## config.mk

```make
export PLATFORM = sky130hd
export DESIGN_NAME = zf_alu
export DESIGN_NICKNAME = d
export VERILOG_FILES = /design/src/rtl/zf_alu_pkg.sv /design/src/rtl/zf_alu_dec.sv /design/src/rtl/zf_alu_logic.sv /design/src/rtl/zf_alu_arith.sv /design/src/rtl/zf_alu_flag.sv /design/src/rtl/zf_alu.sv
export SDC_FILE = /design/constraint.sdc
export NUM_CORES = 1
export LEC_CHECK = 0
export ABC_AREA = 1
export BUFFER_PORTS_ARGS = -buffer_cell sky130_fd_sc_hd__buf_2
export CAP_MARGIN = 20
export CELL_PAD_IN_SITES_DETAIL_PLACEMENT = 0
export CELL_PAD_IN_SITES_GLOBAL_PLACEMENT = 1
export CORE_ASPECT_RATIO = 2
export CORE_MARGIN = 4
export CORE_UTILIZATION = 41
export CTS_CLUSTER_DIAMETER = 30
export DETAILED_ROUTE_END_ITERATION = 10
export MAX_ROUTING_LAYER = met4
export PLACE_DENSITY = 0.95
export SKIP_LAST_GASP = 1
export SYNTH_ARGS = -nofsm -noshare
export SYNTH_HDL_FRONTEND = slang
export SYNTH_SLANG_ARGS = --single-unit
```

## constraint.sdc

```tcl
create_clock -name clk -period 3.7 [get_ports clk]
set_input_delay 0.185 -clock clk [delete_from_list [all_inputs] [get_ports clk]]
set_output_delay 0.185 -clock clk [all_outputs]
set_load 0.005 [all_outputs]
```

## src/rtl/zf_alu_pkg.sv

```systemverilog
package zf_alu_pkg;

    localparam int FUNC_W = 3;

    typedef enum logic [FUNC_W-1:0] {
        FN_AND  = 3'b000,
        FN_OR   = 3'b001,
        FN_ADD  = 3'b010,
        FN_SUB  = 3'b011,
        FN_XOR  = 3'b100,
        FN_NOTA = 3'b101,
        FN_PASB = 3'b110,
        FN_CMP  = 3'b111
    } func_e;

    typedef enum logic [1:0] {
        LG_AND,
        LG_OR,
        LG_XOR,
        LG_NOT
    } logic_op_e;

    typedef struct packed {
        logic      use_arith;
        logic      subtract;
        logic      use_pass_b;
        logic_op_e lop;
        logic      upd_flag;
    } ctrl_t;

    typedef struct packed {
        logic zero;
    } flag_st_t;

endpackage

```

## src/rtl/zf_alu_dec.sv

```systemverilog
module zf_alu_dec
    import zf_alu_pkg::*;
(
    input  logic [FUNC_W-1:0] func_sel,
    output ctrl_t             ctrl
);

    always_comb begin
        ctrl = '{use_arith: 1'b0, subtract: 1'b0, use_pass_b: 1'b0,
                 lop: LG_AND, upd_flag: 1'b0};
        unique case (func_e'(func_sel))
            FN_AND:  ctrl.lop = LG_AND;
            FN_OR:   ctrl.lop = LG_OR;
            FN_XOR:  ctrl.lop = LG_XOR;
            FN_NOTA: ctrl.lop = LG_NOT;
            FN_PASB: ctrl.use_pass_b = 1'b1;
            FN_ADD: begin
                ctrl.use_arith = 1'b1;
                ctrl.upd_flag  = 1'b1;
            end
            FN_SUB, FN_CMP: begin
                ctrl.use_arith = 1'b1;
                ctrl.subtract  = 1'b1;
                ctrl.upd_flag  = 1'b1;
            end
            default: ctrl.lop = LG_AND;
        endcase
    end

endmodule

```

## src/rtl/zf_alu_logic.sv

```systemverilog
module zf_alu_logic
    import zf_alu_pkg::*;
#(
    parameter int WIDTH = 16
) (
    input  logic_op_e        lop,
    input  logic [WIDTH-1:0] op_a,
    input  logic [WIDTH-1:0] op_b,
    output logic [WIDTH-1:0] lg_out
);

    for (genvar i = 0; i < WIDTH; i++) begin : g_bit
        always_comb begin
            unique case (lop)
                LG_AND:  lg_out[i] = op_a[i] & op_b[i];
                LG_OR:   lg_out[i] = op_a[i] | op_b[i];
                LG_XOR:  lg_out[i] = op_a[i] ^ op_b[i];
                LG_NOT:  lg_out[i] = ~op_a[i];
                default: lg_out[i] = 1'b0;
            endcase
        end
    end

endmodule

```

## src/rtl/zf_alu_arith.sv

```systemverilog
module zf_alu_arith #(
    parameter int WIDTH = 16
) (
    input  logic             subtract,
    input  logic [WIDTH-1:0] op_a,
    input  logic [WIDTH-1:0] op_b,
    output logic [WIDTH-1:0] sum
);

    localparam int EXT_W = WIDTH + 1;

    logic [WIDTH-1:0] b_eff;
    logic [EXT_W-1:0] full;

    always_comb begin
        b_eff = subtract ? ~op_b : op_b;
        full  = {1'b0, op_a} + {1'b0, b_eff} + {{WIDTH{1'b0}}, subtract};
        sum   = full[WIDTH-1:0];
    end

endmodule

```

## src/rtl/zf_alu_flag.sv

```systemverilog
module zf_alu_flag
    import zf_alu_pkg::*;
#(
    parameter int WIDTH = 16
) (
    input  logic             clk,
    input  logic             rst_n,
    input  logic             upd_flag,
    input  logic [WIDTH-1:0] res_word,
    output logic             zero_flag
);

    flag_st_t st_d, st_q;

    always_comb begin
        st_d = st_q;
        if (upd_flag) begin
            st_d.zero = ~(|res_word);
        end
    end

    always_ff @(posedge clk or negedge rst_n) begin
        if (!rst_n) begin
            st_q <= '0;
        end else begin
            st_q <= st_d;
        end
    end

    assign zero_flag = st_q.zero;

endmodule

```

## src/rtl/zf_alu.sv

```systemverilog
module zf_alu
    import zf_alu_pkg::*;
#(
    parameter int WIDTH = 16
) (
    input  logic              clk,
    input  logic              rst_n,
    input  logic [FUNC_W-1:0] func_sel,
    input  logic [WIDTH-1:0]  op_a,
    input  logic [WIDTH-1:0]  op_b,
    output logic [WIDTH-1:0]  result,
    output logic              zero_flag
);

    ctrl_t            ctrl;
    logic [WIDTH-1:0] lg_out;
    logic [WIDTH-1:0] sum;

    zf_alu_dec u_dec (
        .func_sel (func_sel),
        .ctrl     (ctrl)
    );

    zf_alu_logic #(.WIDTH(WIDTH)) u_logic (
        .lop    (ctrl.lop),
        .op_a   (op_a),
        .op_b   (op_b),
        .lg_out (lg_out)
    );

    zf_alu_arith #(.WIDTH(WIDTH)) u_arith (
        .subtract (ctrl.subtract),
        .op_a     (op_a),
        .op_b     (op_b),
        .sum      (sum)
    );

    always_comb begin
        if (ctrl.use_arith) begin
            result = sum;
        end else if (ctrl.use_pass_b) begin
            result = op_b;
        end else begin
            result = lg_out;
        end
    end

    zf_alu_flag #(.WIDTH(WIDTH)) u_flag (
        .clk       (clk),
        .rst_n     (rst_n),
        .upd_flag  (ctrl.upd_flag),
        .res_word  (result),
        .zero_flag (zero_flag)
    );

endmodule

```

; ---- After elaboration in Yosys (flattened, before gate mapping)
; Cells that the tools add are included.
; W data, S select, Z words.
[op_classes]
addsub = 2
mux = 23
eq_ne = 10
reduce_logical = 4
bitwise_logic = 66
[op_table]
columns = operator, count
row1 = $pmux W1 S4, 16
row2 = $mux W16, 3
row3 = $not A1 Y1, 17
row4 = $add A16 B1 Y16, 1
row5 = $add A16 B16 Y16, 1
row6 = $and A1 B1 Y1, 16
row7 = $not A16 Y16, 1
row8 = $or A1 B1 Y1, 16
row9 = $reduce_or A16 Y1, 1
row10 = $xor A1 B1 Y1, 16
row11 = $eq A3 B3 Y1 const B, 4
row12 = $eq A3 B2 Y1 const B, 2
row13 = $pmux W2 S3, 1
row14 = $eq A2 B2 Y1 const B, 2
row15 = $eq A3 B1 Y1 const B, 1
row16 = $mux W1, 3
row17 = $reduce_or A3 Y1, 1
row18 = $eq A2 B1 Y1 const B, 1
row19 = $logic_not A2 Y1, 1
row20 = $reduce_or A2 Y1, 1
[totals]
register_bits = 1
word_cells = 106
output_inout_bits = 17

; ---- Longest topological paths before layout
; Gate-level depths: netlist (run 1).
[depth]
depth_word = 9
mapped_depth = 19
mapped_depth_nobuf = 17

; ---- Cells and area by module
; From an unflattened synthesis (run 1), not the netlist that was laid out.
[unflattened]
cells_unflattened = 490
hier_area_um2 = 2742.6
[modules_own_cells]
columns = mod, seq_area_each_um2, instances, cells_per_inst, area_per_inst_um2
row1 = zf_alu_logic, 0.0, 1, 172, 1064.8
row2 = zf_alu_arith, 0.0, 1, 167, 1016.0
row3 = zf_alu, 0.0, 1, 120, 509.2
row4 = zf_alu_flag, 25.0, 1, 20, 100.1
row5 = zf_alu_dec, 0.0, 1, 11, 52.6

; ---- Worst setup path before layout (run 1)
; OpenSTA, ideal clock, no wires.
[synth_timing]
path_type = input to register
startpoint = input func_sel[0]
endpoint = register u_flag.st_q (netlist: u_flag.zero_flag)
slack_ns = 1.457
setup_time_ns = 0.117
t_arrival_ns = 2.125
cell_stages = 17
cell_sequence = buf_4 > nand2_4 > buf_2 > xor2_1 > ha_1 > nand2_1 > inv_1 > a21oi_1 > nand2_1 > nand3b_1 > nand2_1 > nand2_1 > nand2_1 > o21ai_1 > nor2_1 > nand3_1 > nand2_1
[synth_via]
elab_chain_len = 9
word_cells_on_any_way = 40
classes_between = add/sub (2) / eq/ne (10) / mux (23) / bitwise (1) / reduce/logical (4)
[synth_rtl]
columns = item, line_no
row1 = from (decl), zf_alu.sv:8  ; input logic [FUNC_W-1:0] func_sel,
row2 = $eq A3 B2 Y1 / $eq A3 B3 Y1 (equally long branches), zf_alu_dec.sv:11  ; unique case (func_e'(func_sel))
row3 = $reduce_or A2 Y1, n/a
row4 = $mux W1, zf_alu_dec.sv:11
row5 = $mux W16, zf_alu_arith.sv:16  ; b_eff = subtract ? ~op_b : op_b;
row6 = $add A16 B16 Y16, zf_alu_arith.sv:17  ; full = {1'b0, op_a} + {1'b0, b_eff} + {{WIDTH{1'b0}}, subtract};
row7 = $add A16 B1 Y16, zf_alu_arith.sv:17
row8 = $mux W16 (*), zf_alu.sv:39  ; if (ctrl.use_arith) begin
row9 = named net result[13], zf_alu.sv:11  ; output logic [WIDTH-1:0] result,
row10 = $reduce_or A16 Y1 (*), zf_alu_flag.sv:18  ; st_d.zero = ~(|res_word);
row11 = $not A1 Y1 (*), zf_alu_flag.sv:18
row12 = to (signal assigned), zf_alu_flag.sv:26  ; st_q <= st_d;
row13 = to (decl), zf_alu_flag.sv:13  ; flag_st_t st_d, st_q;
; Mark *: on every way through the listed nets, which the timed path passes. The rest lies on a longest branch.
; A chain may end at the register's enable or synchronous reset.

; ---- Final worst setup path (run 1)
[layout_timing]
startpoint = input func_sel[1]
endpoint = register u_flag.st_q (netlist: u_flag.zero_flag)
[layout_via]
elab_chain_len = 9
word_cells_on_any_way = 40
classes_between = add/sub (2) / eq/ne (10) / mux (23) / bitwise (1) / reduce/logical (4)
[layout_rtl]
columns = item, line_no
row1 = $eq A3 B2 Y1 / $eq A3 B3 Y1 (equally long branches), zf_alu_dec.sv:11
row2 = $reduce_or A2 Y1, n/a
row3 = $mux W1, zf_alu_dec.sv:11
row4 = $mux W16, zf_alu_arith.sv:16
row5 = $add A16 B16 Y16, zf_alu_arith.sv:17
row6 = $add A16 B1 Y16, zf_alu_arith.sv:17
row7 = $mux W16, zf_alu.sv:39
row8 = $reduce_or A16 Y1, zf_alu_flag.sv:18
row9 = $not A1 Y1, zf_alu_flag.sv:18
; Several ways; a longest one is shown, not always the timed one.

==> flow_metrics.tcl, run 1 <==
set metrics [dict create \
    timing.hold.worst.class "input pin to asynchronous set/reset pin" \
    numPortBuffers 53 \
    postCtsSetupBuffers 0 \
    detailedRoute.firstIterationViolations 107 \
    post_route_cells_drive_above_1_share_pct 14.12 \
    core_area_sq_um 6056 \
    yosysTopAreaCellShare_pct 23.86 \
    critPathLaunchType "input pin" \
    critical_path_class "input pin to flop" \
    number_of_global_route_vias_before_repair 3003 \
    final_period_minus_worst_setup_slack_ns 2.777 \
    cts.clk_slew.worst_paths_ns 0 \
    worst_skew_pair.late_latency_ns 0 \
    post_synth_inst_count 458 \
    worstPathRequired_ns 3.63 \
    worstSetupEndpointType "flop" \
    dieArea_sq_um 7676 \
    drt.antenna.violating_nets 0 \
    area_growth_syn_to_layout_pct 12.03 \
    global_route_congestion_overflow_total 0 \
    largest_register_ff_count 1 \
    layout.nets 592 \
    wl_per_cell_microns 14.58 \
    r2r_path_start "u_flag.zero_flag" \
    largest_vdd_supply_drop_mv 0.06187 \
    ys.warnings.count 0 \
    power.internal_w 0.0001804 \
    worstSetupStartpoint "func_sel[1]" \
    postSynthNetCount 545 \
    post-route-drc-count 0 \
    run_status "complete, no violations" \
    vias_per_cell 5.186 \
    tightestPinTransition_ns 0.5506 \
    worst-path-max-fanout 16 \
    power_switching_w 0.0002982 \
    syn-mean-instance-area_sq_um 5.611 \
    synthesis.area_sq_um 2570 \
    worst_case_headroom_to_the_max_slew_limit_pct 63.16 \
    initial_core_util_pct 42.44 \
    part_of_the_cycle_the_worst_path_needs_pct 75.04 \
    diodes 0 \
    first_pass_grt_wire_length_microns 13730 \
    fin_cells 587 \
    cts-hold-fix-buffers 1 \
    numPlacedInstances 586 \
    rsz_0062_raised_after_global_routing "no" \
    initial_antenna_violation_count 0 \
    final-max-slew-violation-count 0 \
    die_width_microns 63.99 \
    worst_clock_skew_ns 0 \
    synth.lib_cells_used.distinct 36 \
    fillers 686 \
    top_level_ports 54 \
    power_leakage_nw 1.761 \
    max_clock_freq_mhz 360.1 \
    cts-resized-gates 0 \
    vias 3044 \
    p_seq_share_pct 2.3 \
    setup-violations-final 0 \
    pin_count_of_the_biggest_net_entering_global_routing 17 \
    globalplace.congestion 0.9370 \
    power_density_nw_per_um2 166.3 \
    wirelength_microns 8559 \
    final_util_pct 47.54 \
    comb_power_share_pct 97.7 \
    detail_route.first_pass.iterations 4 \
    postSynthRegisterBits 1 \
    global_route.usage.total_pct 22.87 \
    power.total_w 0.0004787 \
    finalHoldViolCount 0 \
    maxCapViolCount 0 \
    synth.area.top_cells "ha_1 24%, nand2_1 18%, inv_1 11%, nor2_1 9.2%, nand3_1 6.8%" \
    timing.critical_path.arrival_ns 2.71 \
    detailedPlacementHpwl_microns 7113 \
    rows 40 \
    switching_share_pct 62.31 \
    share_clk_of_total_power_pct 0 \
    seq_area_frac_synth_pct 0.9737 \
    synthDominantAreaCellType "ha_1" \
    finalSetupTns_ns 0 \
    die_height_microns 120.0 \
]
==> power by group through the flow <==
| stage | logic [W] | clock network [W] | registers (W) |
|---|---|---|---|
| 6_report | 0.000468 | 0 | 0.0000112 |
| 3_5_place_dp | 0.000464 | 0 | 0.0000112 |
| 2_1_floorplan | 0.000317 | 0 | 0.0000112 |
| 4_1_cts | 0.000467 | 0 | 0.0000112 |
| 3_3_place_gp | 0.000460 | 0 | 0.0000112 |
| 5_1_grt | 0.000531 | 0 | 0.0000112 |
==> path summary, 6_finish.rpt <==
check / endpoint / slack, ns / cells after the start
max in group asynchronous: u_flag.zero_flag / 3.10 / 2
worst max-delay path: u_flag.zero_flag / 0.92 / 17
worst min-delay path: u_flag.zero_flag / 0.51 / 2
min in group clk: u_flag.zero_flag / 0.52 / 2
worst max register to register: u_flag.zero_flag / 3.07 / 2
worst min register to register: u_flag.zero_flag / 0.52 / 2
==> stage by stage <==
step,instance area [sq um],hold slack [ns],setup slack [ns]
detailed placement,2869,-0.03481,0.9204
finish,2879,0.5118,0.9234
CTS,2879,0.5026,0.9071
floorplan,2570,-0.1106,1.457
global route,2879,0.5290,0.6193
global placement,2869,-0.02992,0.9639
==> synthesized netlist by cell type, drive strengths merged <==
master	number
nand2	123
inv	81
nor2	64
ha	49
nand3	37
a21oi	26
xor2	17
o21ai	15
buf	9
or2	8
nand4	6
o211ai	4
a31oi	3
nand3b	3
a22oi	2
o21a	2
o22ai	2
a221oi	1
and2	1
clkbuf	1
dfrtp	1
fa	1
nor3	1
nor4	1
==> cell usage in the layout (no fill, tap or decap), drive strengths merged, types with 4 or more instances in the layout <==
cell type	count
a21oi	26
nand3	37
nand2	123
o211ai	4
ha	49
or2	8
nand4	6
inv	81
nor2	64
xor2	17
o21ai	15
buf	54
==> layer usage <==
| layer | track usage [%] | share of wire, % |
|---|---|---|
| met4 | 10.83 | 5.8 |
| met1 | 20.74 | 34 |
| met5 | - | 0 |
| met3 | 1.966 | 4.9 |
| met2 | 45.56 | 56 |
==> cells by family after synthesis <==
family          synth area share [%]
flops                         0.9736
compound gates                 12.46
xor+xnor                       5.793
fa+ha+maj                      24.63
buf+inv                        15.09
simple gates                   41.04
==> cell type report <==
type	count	area (sq um)	area share, %
well taps	84	105.1	3.651
flip-flops and latches	1	25.02	0.8692
repair buffers	55	282.8	9.822
inverters	81	309.0	10.73
multi-input cells	366	2157	74.92
==> critical path, cell delays in order <==
cell	delay [ns]
buf_2	0.27
nand2_4	0.23
xor2_1	0.20
ha_1	0.36
nand2_1	0.16
inv_1	0.07
a21oi_1	0.25
nand3_1	0.10
nand2_1	0.08
nor2_1	0.04
nor2_1	0.14
nand2_1	0.08
nor2_1	0.17
nand2_1	0.12
nor2_1	0.12
nand3_1	0.07
nand2_1	0.06
Power figures use the tool's default switching activity.
==> inputs of run 2 (changes only) <==
- CORE_UTILIZATION: 41 -> 34
- PLACE_DENSITY: 0.95 -> 0.85
- clock period: 3.7 -> 2.5 ns (I/O delays scaled with it)
==> run 2 against run 1 <==
Effect of this change:
- final cell count is 3.1% higher
- utilization decreased by 6.2 points
- total power up 58%
- via count decreased by 1.1%
- clock skew stayed put
==> flow_metrics.tcl, run 2 (synthesis results as in run 1) <==
set metrics [dict create \
    run_status "complete, no violations" \
    layout.nets 602 \
    detailedPlacementHpwl_microns 7638 \
    numPortBuffers 53 \
    post_route_cells_drive_above_1_share_pct 18.71 \
    fin_cells 605 \
    diodes 0 \
    critical_path_buf_inv_count 3 \
    crit_path_top_delay_cell "ha_1" \
    final-max-slew-violation-count 0 \
    highest-signal-layer "met4" \
    maxCapViolCount 0 \
    die_height_microns 131.0 \
    worstSetupEndpointType "flop" \
    globalplace.congestion 1.020 \
    final_util_pct 41.37 \
    top_level_ports 54 \
    worstPathRequired_ns 2.43 \
    wl_met1_microns 3176 \
    largest_vdd_supply_drop_mv 0.1168 \
    global_route.usage.total_pct 20.15 \
    core_area_sq_um 7322 \
    numPlacedInstances 603 \
    largest_register_ff_count 1 \
    post-route-drc-count 0 \
    setup-violations-final 0 \
    power_density_nw_per_um2 249.1 \
    worst-path-max-fanout 10 \
    worst_clock_skew_ns 0 \
    detail_route.first_pass.iterations 5 \
    regToRegSetupSlack_ns 1.87 \
    wirelength_microns 8980 \
    part_of_the_cycle_the_worst_path_needs_pct 93.11 \
    critical_path.cell_chain "buf_2 > nand2_4 > buf_4 > xor2_1 > ha_1 > nand2_1 > buf_4 > nor3_2 > nand2_1 > a21oi_1 > nor2_1 > nor2_1 > nand3_1 > nor2_1 > nand3_1 > nand2_1" \
    critPathLaunchType "input pin" \
    die_width_microns 69.48 \
    wl_met2_microns 5234 \
    initial_antenna_violation_count 0 \
    tightestPinTransition_ns 0.4305 \
    met3WireLength_microns 321 \
    crit_family "simple AND/OR/NAND/NOR gates" \
    first_pass_grt_wire_length_microns 14410 \
    vias_per_cell 4.975 \
    critPathMaxStageDelay_ns 0.36 \
    worst_skew_pair.late_latency_ns 0 \
    cts.clk_slew.worst_paths_ns 0 \
    timing.critical_path.arrival_ns 2.26 \
    critical_path_class "input pin to flop" \
    global_route_congestion_overflow_total 0 \
    worst_case_headroom_to_the_max_slew_limit_pct 71.23 \
    max_clock_freq_mhz 429.6 \
    number_of_global_route_vias_before_repair 3022 \
    final_period_minus_worst_setup_slack_ns 2.328 \
    power_leakage_nw 1.815 \
    rows 44 \
    finalHoldViolCount 0 \
    area_growth_syn_to_layout_pct 17.87 \
    dieArea_sq_um 9098 \
    detailedRoute.firstIterationViolations 141 \
    timing.hold.worst.class "input pin to asynchronous set/reset pin" \
    layout_commonest_cell "nand2_1" \
    commonest_cells_after_routing_fill_and_taps_aside "118 x nand2_1, 77 x inv_1, 60 x nor2_1, 53 x buf_2, 48 x ha_1" \
    pin_count_of_the_biggest_net_entering_global_routing 17 \
    drt.antenna.violating_nets 0 \
    vias 3010 \
    initial_core_util_pct 35.10 \
    wl_per_cell_microns 14.84 \
]
run 2: changes by cell type in the layout (fill, tap and decap cells not counted), sizes merged:
cell	previous run	this run
buf	54	64
run 2: layout make-up:
class	count	area [sq um]
fillers	831	4293
inverters	81	309.0
multi-input cells	366	2222
flip-flops and latches	1	25.02
well taps	92	115.1
repair buffers	65	357.8
run 2: final timing paths:
kind | from | endpoint | cells after the start
min in group clk | u_flag.zero_flag | u_flag.zero_flag | 2
setup reg to reg | u_flag.zero_flag | u_flag.zero_flag | 2
hold / removal | rst_n | u_flag.zero_flag | 2
setup / recovery | func_sel[1] | u_flag.zero_flag | 16
hold reg to reg | u_flag.zero_flag | u_flag.zero_flag | 2
max in group asynchronous | rst_n | u_flag.zero_flag | 2
run 2: metrics by stage:
stage	hold slack (ns)	setup TNS [ns]	power [W]	worst slack [ns]	cell area (sq um)
finish	0.4474	0	0.0007546	0.1722	3029
global route	0.4768	-0.002504	0.0008505	-0.002504	3029
CTS	0.4530	0	0.0007308	0.03774	2957
detailed placement	-0.09167	0	0.0007263	0.03911	2947
global placement	-0.08831	0	0.0007219	0.03206	2947
floorplan	-0.1706	0	0.0004862	0.3175	2570
run 2: power breakdown:
group | switching, W | total (W) | internal [W]
clock | 0 | 0 | 0
sequential | 0.0000000161 | 0.0000165 | 0.0000165
combinational | 0.000457 | 0.000738 | 0.000281
total | 0.000457 | 0.000755 | 0.000298
run 2: repair_timing:
action,CTS,global route
hold buffers,1,0
resized for setup,0,16
endpoints found under the setup margin,0,2
buffers inserted,0,1
hold endpoints to repair,1,0
run 2: metal layers:
metal	vias to the layer above	track usage [%]
li1	1559	-
met4	0	5.063
met2	83	42.29
met3	21	1.378
met1	1347	19.37
met5	-	-
run 2: worst reg2reg max path, delay by kind of cell (launching register included):
family / cells / cell delay (ns)
flip-flops: 1 / 0.37
AND/OR/NAND/NOR: 2 / 0.14
==> inputs of run 3 (changes only) <==
- CORE_ASPECT_RATIO: 2 -> unset
- clock period: 2.5 -> 1.9 ns (I/O delays scaled with it)
==> run 3 against run 2 <==
Effect of this change:
- the run now ends with negative setup slack left
- sequential share of layout area down 0.23 points
- sequential power grew 32%
- total power is 100% higher
- first-iteration DRC count increased by 13%
- via count grew 15%
- critical path depth is 1 higher
- worst hold slack got worse by 0.023 ns
- global-route usage increased by 0.98 points
- highest routed layer unchanged
==> flow_metrics.tcl, run 3 (synthesis results as in run 1) <==
set metrics [dict create \
    global_route_congestion_overflow_total 0 \
    run_status "finished with violations" \
    core_area_sq_um 7292 \
    worst_skew_pair.late_latency_ns 0 \
    commonest_cells_after_routing_fill_and_taps_aside "95 x nand2_1, 86 x buf_4, 64 x inv_1, 50 x nor2_1, 48 x buf_2" \
    globalplace.congestion 0.9029 \
    crit_path_top_delay_cell "ha_1" \
    detail_route.first_pass.iterations 4 \
    initial_core_util_pct 35.24 \
    power_leakage_nw 2.280 \
    wl_per_cell_microns 14.53 \
    part_of_the_cycle_the_worst_path_needs_pct 118.8 \
    vias_per_cell 4.971 \
    timing.critical_path.arrival_ns 2.19 \
    share_clk_of_total_power_pct 0 \
    layout_commonest_cell "nand2_1" \
    die_width_microns 94.94 \
    p_seq_share_pct 1.4 \
    pin_count_of_the_biggest_net_entering_global_routing 13 \
    timing.hold.worst.class "input pin to asynchronous set/reset pin" \
    tightestPinTransition_ns 0.2947 \
    violations "negative setup slack" \
    initial_antenna_violation_count 0 \
    layout.nets 685 \
    detailedPlacementHpwl_microns 7633 \
    detailedRoute.firstIterationViolations 160 \
    vias 3455 \
    first_pass_grt_wire_length_microns 14840 \
    power.total_w 0.001532 \
    critPathLaunchType "input pin" \
    worstSetupEndpointType "flop" \
    finalSetupTns_ns -1.564 \
    crit_family "simple AND/OR/NAND/NOR gates" \
    rows 31 \
    dieArea_sq_um 9014 \
    cts.clk_slew.worst_paths_ns 0 \
    critical_path_buf_inv_count 3 \
    diodes 0 \
    setup-violations-final 13 \
    switching_share_pct 52.80 \
    largest_vdd_supply_drop_mv 0.2226 \
    maxCapViolCount 0 \
    finalHoldViolCount 0 \
    critical_path_class "input pin to flop" \
    holdWs_ns 0.4245 \
    dp_slack_ns -0.4061 \
    post-route-worst-setup-slack_ns -0.3566 \
    regToRegSetupSlack_ns 1.28 \
    top_level_ports 54 \
    final_period_minus_worst_setup_slack_ns 2.257 \
    global_route.usage.total_pct 21.13 \
    number_of_global_route_vias_before_repair 3229 \
    final-max-slew-violation-count 0 \
    drt.antenna.violating_nets 0 \
    numPortBuffers 53 \
    max_clock_freq_mhz 443.2 \
    post-route-drc-count 0 \
    worst_clock_skew_ns 0 \
    largest_register_ff_count 1 \
    worst_case_headroom_to_the_max_slew_limit_pct 80.14 \
    critical_path.cell_chain "buf_12 > nand2_8 > buf_8 > xor2_1 > ha_1 > nand2_2 > inv_2 > nand2_2 > nor3_2 > nand2_1 > a21oi_1 > nor2_1 > nor2_1 > nand3_1 > nor2_2 > nand3_1 > nand2_1" \
    worstPathRequired_ns 1.83 \
    post_route_cells_drive_above_1_share_pct 43.96 \
    power.internal_w 0.0007232 \
    power_switching_w 0.0008091 \
    rsz_0062_raised_after_global_routing "yes" \
    comb_power_share_pct 98.6 \
    wirelength_microns 10100 \
    die_height_microns 94.94 \
    critPathMaxStageDelay_ns 0.36 \
    power_density_nw_per_um2 362.7 \
    area_growth_syn_to_layout_pct 64.36 \
    worst-path-max-fanout 6 \
]
## run 3: power groups by stage
| stage | combinational (W) | sequential (W) | clock [W] |
|---|---|---|---|
| 6_report | 0.00151 | 0.0000217 | 0 |
| 5_1_grt | 0.00165 | 0.0000217 | 0 |
| 4_1_cts | 0.00126 | 0.0000217 | 0 |
| 3_5_place_dp | 0.00113 | 0.0000217 | 0 |
| 3_3_place_gp | 0.00111 | 0.0000217 | 0 |
| 2_1_floorplan | 0.000633 | 0.0000217 | 0 |
## run 3: per-stage QoR
step                      area (sq um)  std cells  utilization, %
after floorplan                   2618        458               -
after global placement            3507        678           48.10
after detailed placement          3507        678           48.10
after CTS                         3792        687           52.01
after global routing              4224        695           57.93
final                             4224        695           57.93
## run 3: final cells by class
| cell class | instances | area [sq um] |
|---|---|---|
| Fill cell | 684 | 3068 |
| Inverter | 81 | 309.0 |
| Multi-Input combinational cell | 367 | 2696 |
| Sequential cell | 1 | 25.02 |
| Tap cell | 99 | 123.9 |
| Timing Repair Buffer | 147 | 1070 |
## run 3: path summary, 6_finish.rpt
path / start / end / depth (start not counted)
max: func_sel[0] / u_flag.zero_flag / 17
max in group asynchronous: rst_n / u_flag.zero_flag / 2
min reg2reg: u_flag.zero_flag / u_flag.zero_flag / 2
min: rst_n / u_flag.zero_flag / 2
max reg2reg: u_flag.zero_flag / u_flag.zero_flag / 2
min in group clk: u_flag.zero_flag / u_flag.zero_flag / 2
## run 3: what timing repair did
item / in CTS / in global routing
endpoints found under the setup margin: 15 / 15
gates resized for setup: 53 / 82
pin swaps: 28 / 57
cloned: 1 / 0
hold buffers: 1 / 0
hold endpoints to repair: 1 / 0
setup buffers: 8 / 10
## run 3: worst register-to-register path, stage by stage, from the launching register on
cell	delay, ns
dfrtp_1	0.36
nand2_1	0.07
nand2_1	0.06
## run 3: layer usage
metal,GRT usage (%),routed length (microns)
met5,-,0
met4,3.486,252
met3,0.6375,532
met2,38.05,4986
met1,26.63,4324
